<file path="src/rtl/dcp_pkg.sv">
package dcp_pkg;
  typedef enum logic [1:0] {
    STG_TAG   = 2'd0,
    STG_DATA  = 2'd1,
    STG_FREE  = 2'd2
  } stage_e;

  localparam int unsigned NUM_STAGES = 3;
  localparam int unsigned NUM_CNTS   = 2;
endpackage

</file>
<file path="src/rtl/dcp_arbiter.sv">
module dcp_arbiter #(
  parameter int unsigned PW = 8
) (
  input  logic          clk,
  input  logic          rst_n,
  input  logic          rfl_valid,
  input  logic [PW-1:0] rfl_pay,
  input  logic          lsu_valid,
  input  logic [PW-1:0] lsu_pay,
  input  logic          room,
  output logic          lsu_ready,
  output logic          rfl_ready,
  output logic          out_valid,
  output logic [PW-1:0] out_pay,
  output logic          skid_full
);
  logic [PW-1:0] skid_q;
  logic          lsu_take;

  assign rfl_ready = 1'b1;
  assign lsu_ready = !skid_full && room;
  assign lsu_take  = lsu_valid && lsu_ready;

  always_comb begin
    out_valid = 1'b0;
    out_pay   = lsu_pay;
    if (rfl_valid) begin
      out_valid = 1'b1;
      out_pay   = rfl_pay;
    end else if (skid_full) begin
      out_valid = 1'b1;
      out_pay   = skid_q;
    end else if (lsu_take) begin
      out_valid = 1'b1;
    end
  end

  always_ff @(posedge clk) begin
    if (!rst_n) begin
      skid_full <= 1'b0;
      skid_q    <= '0;
    end else if (lsu_take && rfl_valid) begin
      skid_full <= 1'b1;
      skid_q    <= lsu_pay;
    end else if (skid_full && !rfl_valid) begin
      skid_full <= 1'b0;
    end
  end
endmodule

</file>
<file path="src/rtl/dcp_miss_fifo.sv">
module dcp_miss_fifo #(
  parameter int unsigned W     = 8,
  parameter int unsigned DEPTH = 4,
  localparam int unsigned AW   = (DEPTH > 1) ? $clog2(DEPTH) : 1,
  localparam int unsigned CW   = $clog2(DEPTH + 1)
) (
  input  logic         clk,
  input  logic         rst_n,
  input  logic         push,
  input  logic [W-1:0] din,
  input  logic         pop,
  output logic [W-1:0] dout,
  output logic         empty,
  output logic [CW-1:0] count
);
  logic [W-1:0]  mem [DEPTH];
  logic [AW-1:0] rd_ptr, wr_ptr;

  assign empty = (count == '0);
  assign dout  = mem[rd_ptr];

  function automatic logic [AW-1:0] nxt(input logic [AW-1:0] p);
    return (p == AW'(DEPTH - 1)) ? '0 : p + 1'b1;
  endfunction

  always_ff @(posedge clk) begin
    if (!rst_n) begin
      rd_ptr <= '0;
      wr_ptr <= '0;
      count  <= '0;
    end else begin
      if (push) begin
        mem[wr_ptr] <= din;
        wr_ptr      <= nxt(wr_ptr);
      end
      if (pop) rd_ptr <= nxt(rd_ptr);
      count <= count + CW'(push) - CW'(pop);
    end
  end
endmodule

</file>
<file path="src/rtl/dcp_sat_cnt.sv">
module dcp_sat_cnt #(
  parameter int unsigned W = 32
) (
  input  logic         clk,
  input  logic         rst_n,
  input  logic         inc,
  output logic [W-1:0] q
);
  always_ff @(posedge clk) begin
    if (!rst_n)                q <= '0;
    else if (inc && (~q != '0)) q <= q + 1'b1;
  end
endmodule

</file>
<file path="src/rtl/dcache_req_pipe.sv">
module dcache_req_pipe #(
  parameter int unsigned ADDR_W     = 32,
  parameter int unsigned LINE_BYTES = 64,
  parameter int unsigned CACHE_KB   = 32,
  parameter int unsigned WAYS       = 8,
  parameter int unsigned ID_W       = 3,
  parameter int unsigned CNT_W      = 32,
  parameter int unsigned MQ_DEPTH   = 4,
  localparam int unsigned OFS_W     = $clog2(LINE_BYTES),
  localparam int unsigned LINE_W    = ADDR_W - OFS_W,
  localparam int unsigned WAY_W     = (WAYS > 1) ? $clog2(WAYS) : 1,
  localparam int unsigned SETS      = (CACHE_KB * 1024) / (LINE_BYTES * WAYS),
  localparam int unsigned SET_W     = (SETS > 1) ? $clog2(SETS) : 1
) (
  input  logic              clk,
  input  logic              rst_n,
  input  logic              lsu_valid,
  output logic              lsu_ready,
  input  logic [LINE_W-1:0] lsu_line,
  input  logic              lsu_store,
  input  logic              rfl_valid,
  output logic              rfl_ready,
  input  logic [LINE_W-1:0] rfl_line,
  input  logic [ID_W-1:0]   rfl_id,
  input  logic              cfg_always_hit,
  output logic              lkp_valid,
  output logic [LINE_W-1:0] lkp_line,
  input  logic              lkp_tag_hit,
  input  logic [WAY_W-1:0]  lkp_way,
  output logic              rep_touch,
  output logic [SET_W-1:0]  rep_set,
  output logic [WAY_W-1:0]  rep_way,
  input  logic              mshr_match,
  input  logic              mshr_full,
  output logic              mshr_alloc,
  input  logic [ID_W-1:0]   mshr_alloc_id,
  output logic              mshr_free,
  output logic [ID_W-1:0]   mshr_free_id,
  output logic              ack_lkp_valid,
  output logic [LINE_W-1:0] ack_lkp_line,
  output logic              ack_rd_valid,
  output logic [LINE_W-1:0] ack_rd_line,
  output logic              ack_rd_hit,
  output logic              ack_wake_valid,
  output logic [ID_W-1:0]   ack_wake_id,
  output logic              fill_we,
  output logic [LINE_W-1:0] fill_line,
  output logic              nl_req_valid,
  input  logic              nl_req_ready,
  output logic [LINE_W-1:0] nl_req_line,
  output logic [ID_W-1:0]   nl_req_id,
  output logic [CNT_W-1:0]  hit_cnt,
  output logic [CNT_W-1:0]  miss_cnt
);
  import dcp_pkg::*;

  localparam int unsigned QW  = LINE_W + ID_W;
  localparam int unsigned QCW = $clog2(MQ_DEPTH + 1);
  localparam int unsigned UW  = QCW + 2;

  typedef struct packed {
    logic              rfl;
    logic              st;
    logic [LINE_W-1:0] line;
    logic [ID_W-1:0]   id;
  } tag_t;

  typedef struct packed {
    logic              rfl;
    logic [LINE_W-1:0] line;
    logic [ID_W-1:0]   id;
    logic              hit;
    logic              need;
  } data_t;

  // ---- admission ----
  tag_t  rfl_pay, lsu_pay, adm_pay;
  logic  adm_valid, skid_full, room;

  assign rfl_pay = '{rfl: 1'b1, st: 1'b0, line: rfl_line, id: rfl_id};
  assign lsu_pay = '{rfl: 1'b0, st: lsu_store, line: lsu_line, id: '0};

  dcp_arbiter #(.PW($bits(tag_t))) u_arb (
    .clk(clk), .rst_n(rst_n),
    .rfl_valid(rfl_valid), .rfl_pay(rfl_pay),
    .lsu_valid(lsu_valid), .lsu_pay(lsu_pay),
    .room(room),
    .lsu_ready(lsu_ready), .rfl_ready(rfl_ready),
    .out_valid(adm_valid), .out_pay(adm_pay),
    .skid_full(skid_full)
  );

  // ---- stage registers ----
  logic [NUM_STAGES-1:0] vld;
  tag_t                  s_tag;
  data_t                 s_data, s_data_d;
  logic                  s_free_rfl;
  logic [ID_W-1:0]       s_free_id;

  // ---- tag check stage ----
  logic tag_lkp, hit_eff, miss, join_e;
  assign tag_lkp   = vld[STG_TAG] && !s_tag.rfl;
  assign lkp_valid = tag_lkp;
  assign lkp_line  = s_tag.line;
  assign hit_eff   = cfg_always_hit || lkp_tag_hit;
  assign miss      = tag_lkp && !hit_eff;
  assign join_e    = miss && mshr_match;
  assign mshr_alloc    = miss && !mshr_match && !mshr_full;
  assign ack_lkp_valid = tag_lkp && hit_eff;
  assign ack_lkp_line  = s_tag.line;
  assign rep_touch     = ack_lkp_valid;
  assign rep_way       = lkp_way;
  assign rep_set       = s_tag.line[SET_W-1:0];

  always_comb begin
    s_data_d.rfl  = s_tag.rfl;
    s_data_d.line = s_tag.line;
    s_data_d.id   = mshr_alloc ? mshr_alloc_id : s_tag.id;
    s_data_d.hit  = hit_eff || (s_tag.st && (mshr_alloc || join_e));
    s_data_d.need = mshr_alloc;
  end

  // ---- data access stage ----
  logic            data_lkp, need_now, q_push, q_pop, q_empty;
  logic [QW-1:0]   q_head;
  logic [QCW-1:0]  q_count;

  assign data_lkp     = vld[STG_DATA] && !s_data.rfl;
  assign fill_we      = vld[STG_DATA] && s_data.rfl;
  assign fill_line    = s_data.line;
  assign ack_rd_valid = data_lkp;
  assign ack_rd_line  = s_data.line;
  assign ack_rd_hit   = s_data.hit;
  assign need_now     = data_lkp && s_data.need;

  assign nl_req_valid = !q_empty || need_now;
  assign {nl_req_line, nl_req_id} = q_empty ? {s_data.line, s_data.id} : q_head;
  assign q_pop  = !q_empty && nl_req_ready;
  assign q_push = need_now && !(q_empty && nl_req_ready);

  dcp_miss_fifo #(.W(QW), .DEPTH(MQ_DEPTH)) u_mq (
    .clk(clk), .rst_n(rst_n),
    .push(q_push), .din({s_data.line, s_data.id}),
    .pop(q_pop), .dout(q_head), .empty(q_empty), .count(q_count)
  );

  // Every lookup already admitted may still need a queue slot.
  logic [UW-1:0] used;
  assign used = UW'(q_count) + UW'(tag_lkp) + UW'(need_now) + UW'(skid_full);
  assign room = (used < UW'(MQ_DEPTH));

  // ---- release stage ----
  assign mshr_free      = vld[STG_FREE] && s_free_rfl;
  assign mshr_free_id   = s_free_id;
  assign ack_wake_valid = mshr_free;
  assign ack_wake_id    = s_free_id;

  always_ff @(posedge clk) begin
    if (!rst_n) begin
      vld        <= '0;
      s_tag      <= '0;
      s_data     <= '0;
      s_free_rfl <= 1'b0;
      s_free_id  <= '0;
    end else begin
      vld        <= {vld[STG_DATA], vld[STG_TAG], adm_valid};
      s_tag      <= adm_pay;
      s_data     <= s_data_d;
      s_free_rfl <= s_data.rfl;
      s_free_id  <= s_data.id;
    end
  end

  // ---- statistics ----
  logic [NUM_CNTS-1:0] cnt_inc;
  logic [CNT_W-1:0]    cnt_q [NUM_CNTS];
  assign cnt_inc = {miss, ack_lkp_valid};

  for (genvar g = 0; g < NUM_CNTS; g++) begin : g_cnt
    dcp_sat_cnt #(.W(CNT_W)) u_cnt (
      .clk(clk), .rst_n(rst_n), .inc(cnt_inc[g]), .q(cnt_q[g])
    );
  end

  assign hit_cnt  = cnt_q[0];
  assign miss_cnt = cnt_q[1];
endmodule

</file>
<file path="config.mk">
export PLATFORM = sky130hd
export DESIGN_NAME = dcache_req_pipe
export DESIGN_NICKNAME = d
export VERILOG_FILES = /design/src/rtl/dcp_pkg.sv /design/src/rtl/dcp_arbiter.sv /design/src/rtl/dcp_miss_fifo.sv /design/src/rtl/dcp_sat_cnt.sv /design/src/rtl/dcache_req_pipe.sv
export SDC_FILE = /design/constraint.sdc
export NUM_CORES = 1
export LEC_CHECK = 0
export BUFFER_PORTS_ARGS = -buffer_cell sky130_fd_sc_hd__buf_4
export CORE_ASPECT_RATIO = 0.6
export CORE_MARGIN = 8
export CORE_UTILIZATION = 30
export DETAILED_ROUTE_END_ITERATION = 7
export PLACE_DENSITY = 0.57
export SYNTH_ARGS = -nofsm -noshare
export SYNTH_HDL_FRONTEND = slang
export SYNTH_HIERARCHICAL = 1
export SYNTH_SLANG_ARGS = --single-unit
</file>
<file path="constraint.sdc">
create_clock -name clk -period 4.75 [get_ports clk]
set_input_delay 0.95 -clock clk [delete_from_list [all_inputs] [get_ports clk]]
set_output_delay 0.95 -clock clk [all_outputs]
set_load 0.02 [all_outputs]
</file>
==> impl_metrics.yaml, run 1 <==
sta:
  setup_ws_ns: 1.135
  setup_viol: 0
  worst_pin_slew_ns: 1.042
  slew_headroom_pct: 30.55
  finalSetupTns_ns: 0
  clock_skew_ns: 0.01514
  min_period_ns: 3.615
  rsz0062_at_grt: "no"
  min_period_over_period_pct: 76.10
  final-hold-violation-count: 0
  timing.fmax_mhz: 276.7
  final-max-slew-violation-count: 0
synth:
  async_flop_share_pct: 0
  synth_area_leaders: "dfxtp_1 27%, edfxtp_1 26%, buf_4 7.1%"
  synth_warnings: 6
  synth_cell_types: 56
  synthTopCellsByCount: "175 x dfxtp_1, 132 x nand2_1, 125 x buf_4"
  synthFlopType: "dfxtp_1"
  yosys.area.top_type_share_pct: 26.56
  synth-edff-count: 116
  synth_seq_area_share_pct: 52.97
  yosysMostFrequentCell: "dfxtp_1"
  synth_area_sq_um: 13190
  yosys.area.top_type: "dfxtp_1"
  synth_area_per_cell_sq_um: 11.40
  synth_seq_cells: 291
  netlist_instances: 1157
floorplan:
  die_w_um: 286.7
  io_pins: 295
  row_count: 59
  dieArea_sq_um: 51150
  die_h_um: 178.4
  start_util_pct: 30.44
  core_area_sq_um: 43330
finish:
  syn_to_final_growth_pct: 21.29
  layout.nets: 1403
  n_antenna_cell: 0
  layout-drive-gt1-share_pct: 32.22
placed_design:
  pre_cts_slack_ns: 1.510
  post-dp-hpwl_mm: 27.09
  gp_congestion: 0.8038
  port_buffers: 287
clocking:
  cts_buffers: 30
  cts_resized: 0
  root_buffer: "clkbuf_16"
  insertion_delay_ns: 0.56
  h-tree-depth: 1
  clk_path_buf_depth: 3
  clock_sinks: 291
  clkTransAtPathRegs_ns: 0.06
  cts-hold-fix-buffers: 0
  postCtsSetupBuffers: 0
  cts_tree: "built"
critical_path:
  worstPathMaxFanout: 35
  ff2ff_setup_slack_ns: 1.58
  critical_path.startpoint_type: "register"
  rr_startpoint: "u_arb/skid_full"
  cp-startpoint: "u_arb/skid_full"
  criticalPathCategory: "reg -> out"
  worst_ep_required_time_ns: 3.80
  end_kind: "output port"
  cp.arrival_ns: 2.66
route:
  drt-vias-per-instance: 4.644
  route.detailed.drc: 0
  drtIter0Drc: 468
  wirelength_mm: 37.35
  routedWlPerCell_um: 19.42
  num_vias: 8931
  ant_nets: 0
  dr.pass1.iters: 5
min_path:
  hold_class: "reg -> reg"
  hp-start: "u_arb/skid_q[14]"
grt:
  grt_pass1_wl_mm: 56.32
  track_usage_pct: 13.97
  grt_max_degree: 69
  gr-total-overflow: 0
  grt_pass1_vias: 8804
  grt_antenna_before_repair: 3
power:
  powerDensity_nw_per_um2: 419.2
  finalPower_mw: 6.706
  irDropWorstVdd_uv: 247.3
  leakage_nw: 6.039
flow_run:
  max_cap_viol_count: 0
outcome:
  status: "finished, final reports clean"
critical path: stages, from the launching register on:
cell and delay, ns:
dfxtp_2 0.33, buf_4 0.50, a21o_1 0.19, ha_1 0.22, nand4_1 0.08, nor3b_1 0.43
nor2b_1 0.20, buf_4 0.17
registers in the layout, summed over array words and instances (netlist names), named ones only:
name / flops
g_cnt.u_cnt/q: 64
s_data: 5
u_mq/mem: 116
ack_rd_hit: 1
u_arb/skid_full: 1
u_arb/skid_q: 31
s_free_rfl: 1
s_data_d: 1
u_mq/count: 3
ack_lkp_line: 26
s_tag: 4
vld: 3
ack_rd_line: 26
u_mq/rd_ptr: 2
u_mq/wr_ptr: 2
ack_wake_id: 3
cell usage in the layout, fill, tap and decap left out, drive strengths merged, types with 29 or more instances in the layout:
cell type  count
clkbuf        36
mux4          29
mux2          29
nand2        132
mux2i         71
a21oi         44
buf          299
o21ai         63
and2          71
or3           32
dfxtp        175
edfxtp       116
layout make-up:
| class | instances | area, sq um |
|---|---|---|
| repair buffers | 299 | 2245 |
| clock buffers | 36 | 804.5 |
| flip-flops and latches | 291 | 6989 |
| clock inverters | 20 | 221.5 |
| well taps | 579 | 724.4 |
| inverters | 20 | 75.07 |
| fillers | 4236 | 27340 |
| multi-input cells | 678 | 4937 |
cell families after synthesis:
| group | share of synthesized area [%] |
|---|---|
| DFF | 52.97 |
| muxes | 12.85 |
| xor gates and xnor gates | 0.9012 |
| other | 0.08537 |
| and+or+nand+nor | 15.26 |
| adders and majority gates | 1.195 |
| AOI/OAI and AO/OA | 6.868 |
| buffers and inverters | 9.866 |
worst paths after layout:
path	end	cells past startpoint
max	lsu_ready	7
min	u_arb/skid_q[14]	2
max reg2reg	u_arb/skid_q[23]	7
min reg2reg	u_arb/skid_q[14]	2
power by group:
part,switching (mW),internal [mW],leakage (nW)
clock network,1.02,1.43,0.488
registers,0.130,2.67,2.49
logic,0.754,0.698,3.06
total,1.91,4.80,6.04
through the flow:
| step | area [sq um] | cells | util (%) | hold slack, ns |
|---|---|---|---|---|
| after floorplan | 13220 | 1165 | - | 0.4202 |
| after global placement | 14970 | 1867 | 34.55 | 0.4411 |
| after detailed placement | 14970 | 1867 | 34.55 | 0.4470 |
| after CTS | 16000 | 1923 | 36.92 | 0.4607 |
| after global routing | 16000 | 1923 | 36.92 | 0.4768 |
| final | 16000 | 1923 | 36.92 | 0.4573 |
layer usage:
metal	up-vias	global-route usage (%)	share of wire (%)	wire length, um
met5	-	0	0	0
met4	0	3.152	2.2	825
met3	50	3.079	4.8	1789
met2	174	21.06	44	16380
met1	4365	20.22	49	18360
li1	4342	-	-	-
Note: power is estimated with default switching activity, not from simulation.
==> run 2: changes to the inputs <==
==> constraint.sdc (replaced) <==
create_clock -name clk -period 3.7 [get_ports clk]
set_input_delay 0.74 -clock clk [delete_from_list [all_inputs] [get_ports clk]]
set_output_delay 0.74 -clock clk [all_outputs]
set_load 0.02 [all_outputs]
==> impl_metrics.yaml, run 2 (synthesis results as in run 1) <==
route:
  ant_nets: 0
  drt-vias-per-instance: 4.618
  wirelength_mm: 37.04
  route.detailed.drc: 0
  dr.pass1.iters: 6
  routedWlPerCell_um: 19.23
  drtIter0Drc: 553
  num_vias: 8894
floorplan:
  die_h_um: 178.4
  core_area_sq_um: 43330
  die_w_um: 286.7
  row_count: 59
  dieArea_sq_um: 51150
  start_util_pct: 30.44
  io_pins: 295
flow_run:
  max_cap_viol_count: 0
finish:
  syn_to_final_growth_pct: 21.98
  layout_common_cells: "302 x buf_4, 173 x dfxtp_1, 132 x nand2_1"
  top_register: "u_mq/mem"
  largest_register_ffs: 116
  layout.nets: 1407
  reg_top3: "u_mq/mem: 116 flops, g_cnt.u_cnt/q: 64 flops, u_arb/skid_q: 31 flops"
  n_antenna_cell: 0
  layout-drive-gt1-share_pct: 32.37
  regArea_sq_um: 6989
  final_common_cell: "buf_4"
  multi_input_area_sq_um: 4937
  fillers: 4242
sta:
  slew_headroom_pct: 46.18
  final-hold-violation-count: 0
  rsz0062_at_grt: "no"
  setup_viol: 0
  min_period_ns: 3.418
  finalSetupTns_ns: 0
  clock_skew_ns: 0.009560
  final-max-slew-violation-count: 0
  worst_pin_slew_ns: 0.8074
  min_period_over_period_pct: 92.39
  timing.fmax_mhz: 292.5
placed_design:
  gp_congestion: 0.7914
  port_buffers: 287
  post-dp-hpwl_mm: 26.42
critical_path:
  end_kind: "output port"
  critical_path.startpoint_type: "register"
  cp.arrival_ns: 2.68
  crit_family: "simple AND/OR/NAND/NOR gates"
  crit_cells: 9
  criticalPathCategory: "reg -> out"
  ff2ff_setup_slack_ns: 0.87
  worstPathMaxFanout: 5
  cp.buffers_inverters: 1
  worst_ep_required_time_ns: 2.96
  r2r_cells: 10
  path_cells: "nand2b_4 > xnor2_1 > ha_1 > a21o_1 > ha_1 > nand4_1 > nor3b_1 > nor2b_1 > buf_4"
  crit_path_max_incr_delay_ns: 0.40
  critPathSlowestCell: "nor3b_1"
  timing.critical_path.mode_cell: "ha_1"
grt:
  grt_antenna_before_repair: 1
  gr-total-overflow: 0
  track_usage_pct: 13.72
  grt_pass1_vias: 8595
  grt_pass1_wl_mm: 54.85
  grt_max_degree: 119
clocking:
  root_buffer: "clkbuf_16"
  cts_resized: 0
  insertion_delay_ns: 0.56
  clkTransAtPathRegs_ns: 0.07
  h-tree-depth: 1
  cts-hold-fix-buffers: 0
  postCtsSetupBuffers: 0
  cts_tree: "built"
  cts_buffers: 30
  clock_sinks: 291
  clk_path_buf_depth: 3
outcome:
  status: "finished, final reports clean"
min_path:
  min_path_cells: 3
  hold_class: "in -> reg"
power:
  powerDensity_nw_per_um2: 546.3
  irDropWorstVdd_uv: 294.1
  finalPower_mw: 8.788
  leakage_nw: 6.105
## run 2: final timing paths
check | startpoint | end
setup / recovery | s_data_d[31] | lsu_ready
hold / removal | lsu_line[20] | u_arb/skid_q[23]
hold reg to reg | u_arb/skid_q[25] | u_arb/skid_q[25]
setup reg to reg | s_data_d[31] | u_arb/skid_q[18]
## run 2: per-layer routing
| metal | GRT usage (%) | vias to the layer above | wire length [um] |
|---|---|---|---|
| met1 | 19.92 | 4332 | 17800 |
| met2 | 20.60 | 189 | 16480 |
| li1 | - | 4324 | - |
| met4 | 3.551 | 0 | 886 |
| met3 | 2.774 | 49 | 1876 |
| met5 | 0 | - | 0 |
## run 2: worst register-to-register path, stage by stage (launching register included)
cell      delay (ns)
dfxtp_1         0.30
nand2b_4        0.17
xnor2_1         0.14
ha_1            0.18
a21o_1          0.15
ha_1            0.27
nand4_1         0.08
nor3b_1         0.40
and4b_2         0.29
buf_4           0.49
mux2i_1         0.31
## run 2: metrics by stage
| step | cell area [sq um] | setup WS (ns) | std cells | utilization (%) | hold slack (ns) |
|---|---|---|---|---|---|
| detailed placement | 15010 | 0.8067 | 1871 | 34.65 | 0.4500 |
| global route | 16090 | 0.09468 | 1926 | 37.13 | 0.4095 |
| CTS | 16090 | 0.2165 | 1926 | 37.13 | 0.3900 |
| floorplan | 13220 | 1.066 | 1165 | - | 0.4202 |
| global placement | 15010 | 0.8929 | 1871 | 34.65 | 0.4409 |
| finish | 16090 | 0.2816 | 1926 | 37.13 | 0.4321 |
## run 2: power breakdown
| part | leakage, nW | total, mW | switching, mW | internal [mW] |
|---|---|---|---|---|
| clock network | 0.528 | 3.32 | 1.30 | 2.02 |
| registers | 2.49 | 3.56 | 0.127 | 3.43 |
| logic | 3.08 | 1.90 | 1.00 | 0.903 |
## run 2: layout make-up
cell class / count / area share (%)
Clock inverter: 14 / 1.369
Timing Repair Buffer: 303 / 14.22
Sequential cell: 291 / 43.44
Inverter: 20 / 0.4666
Tap cell: 579 / 4.503
Multi-Input combinational cell: 678 / 30.69
Clock buffer: 41 / 5.312
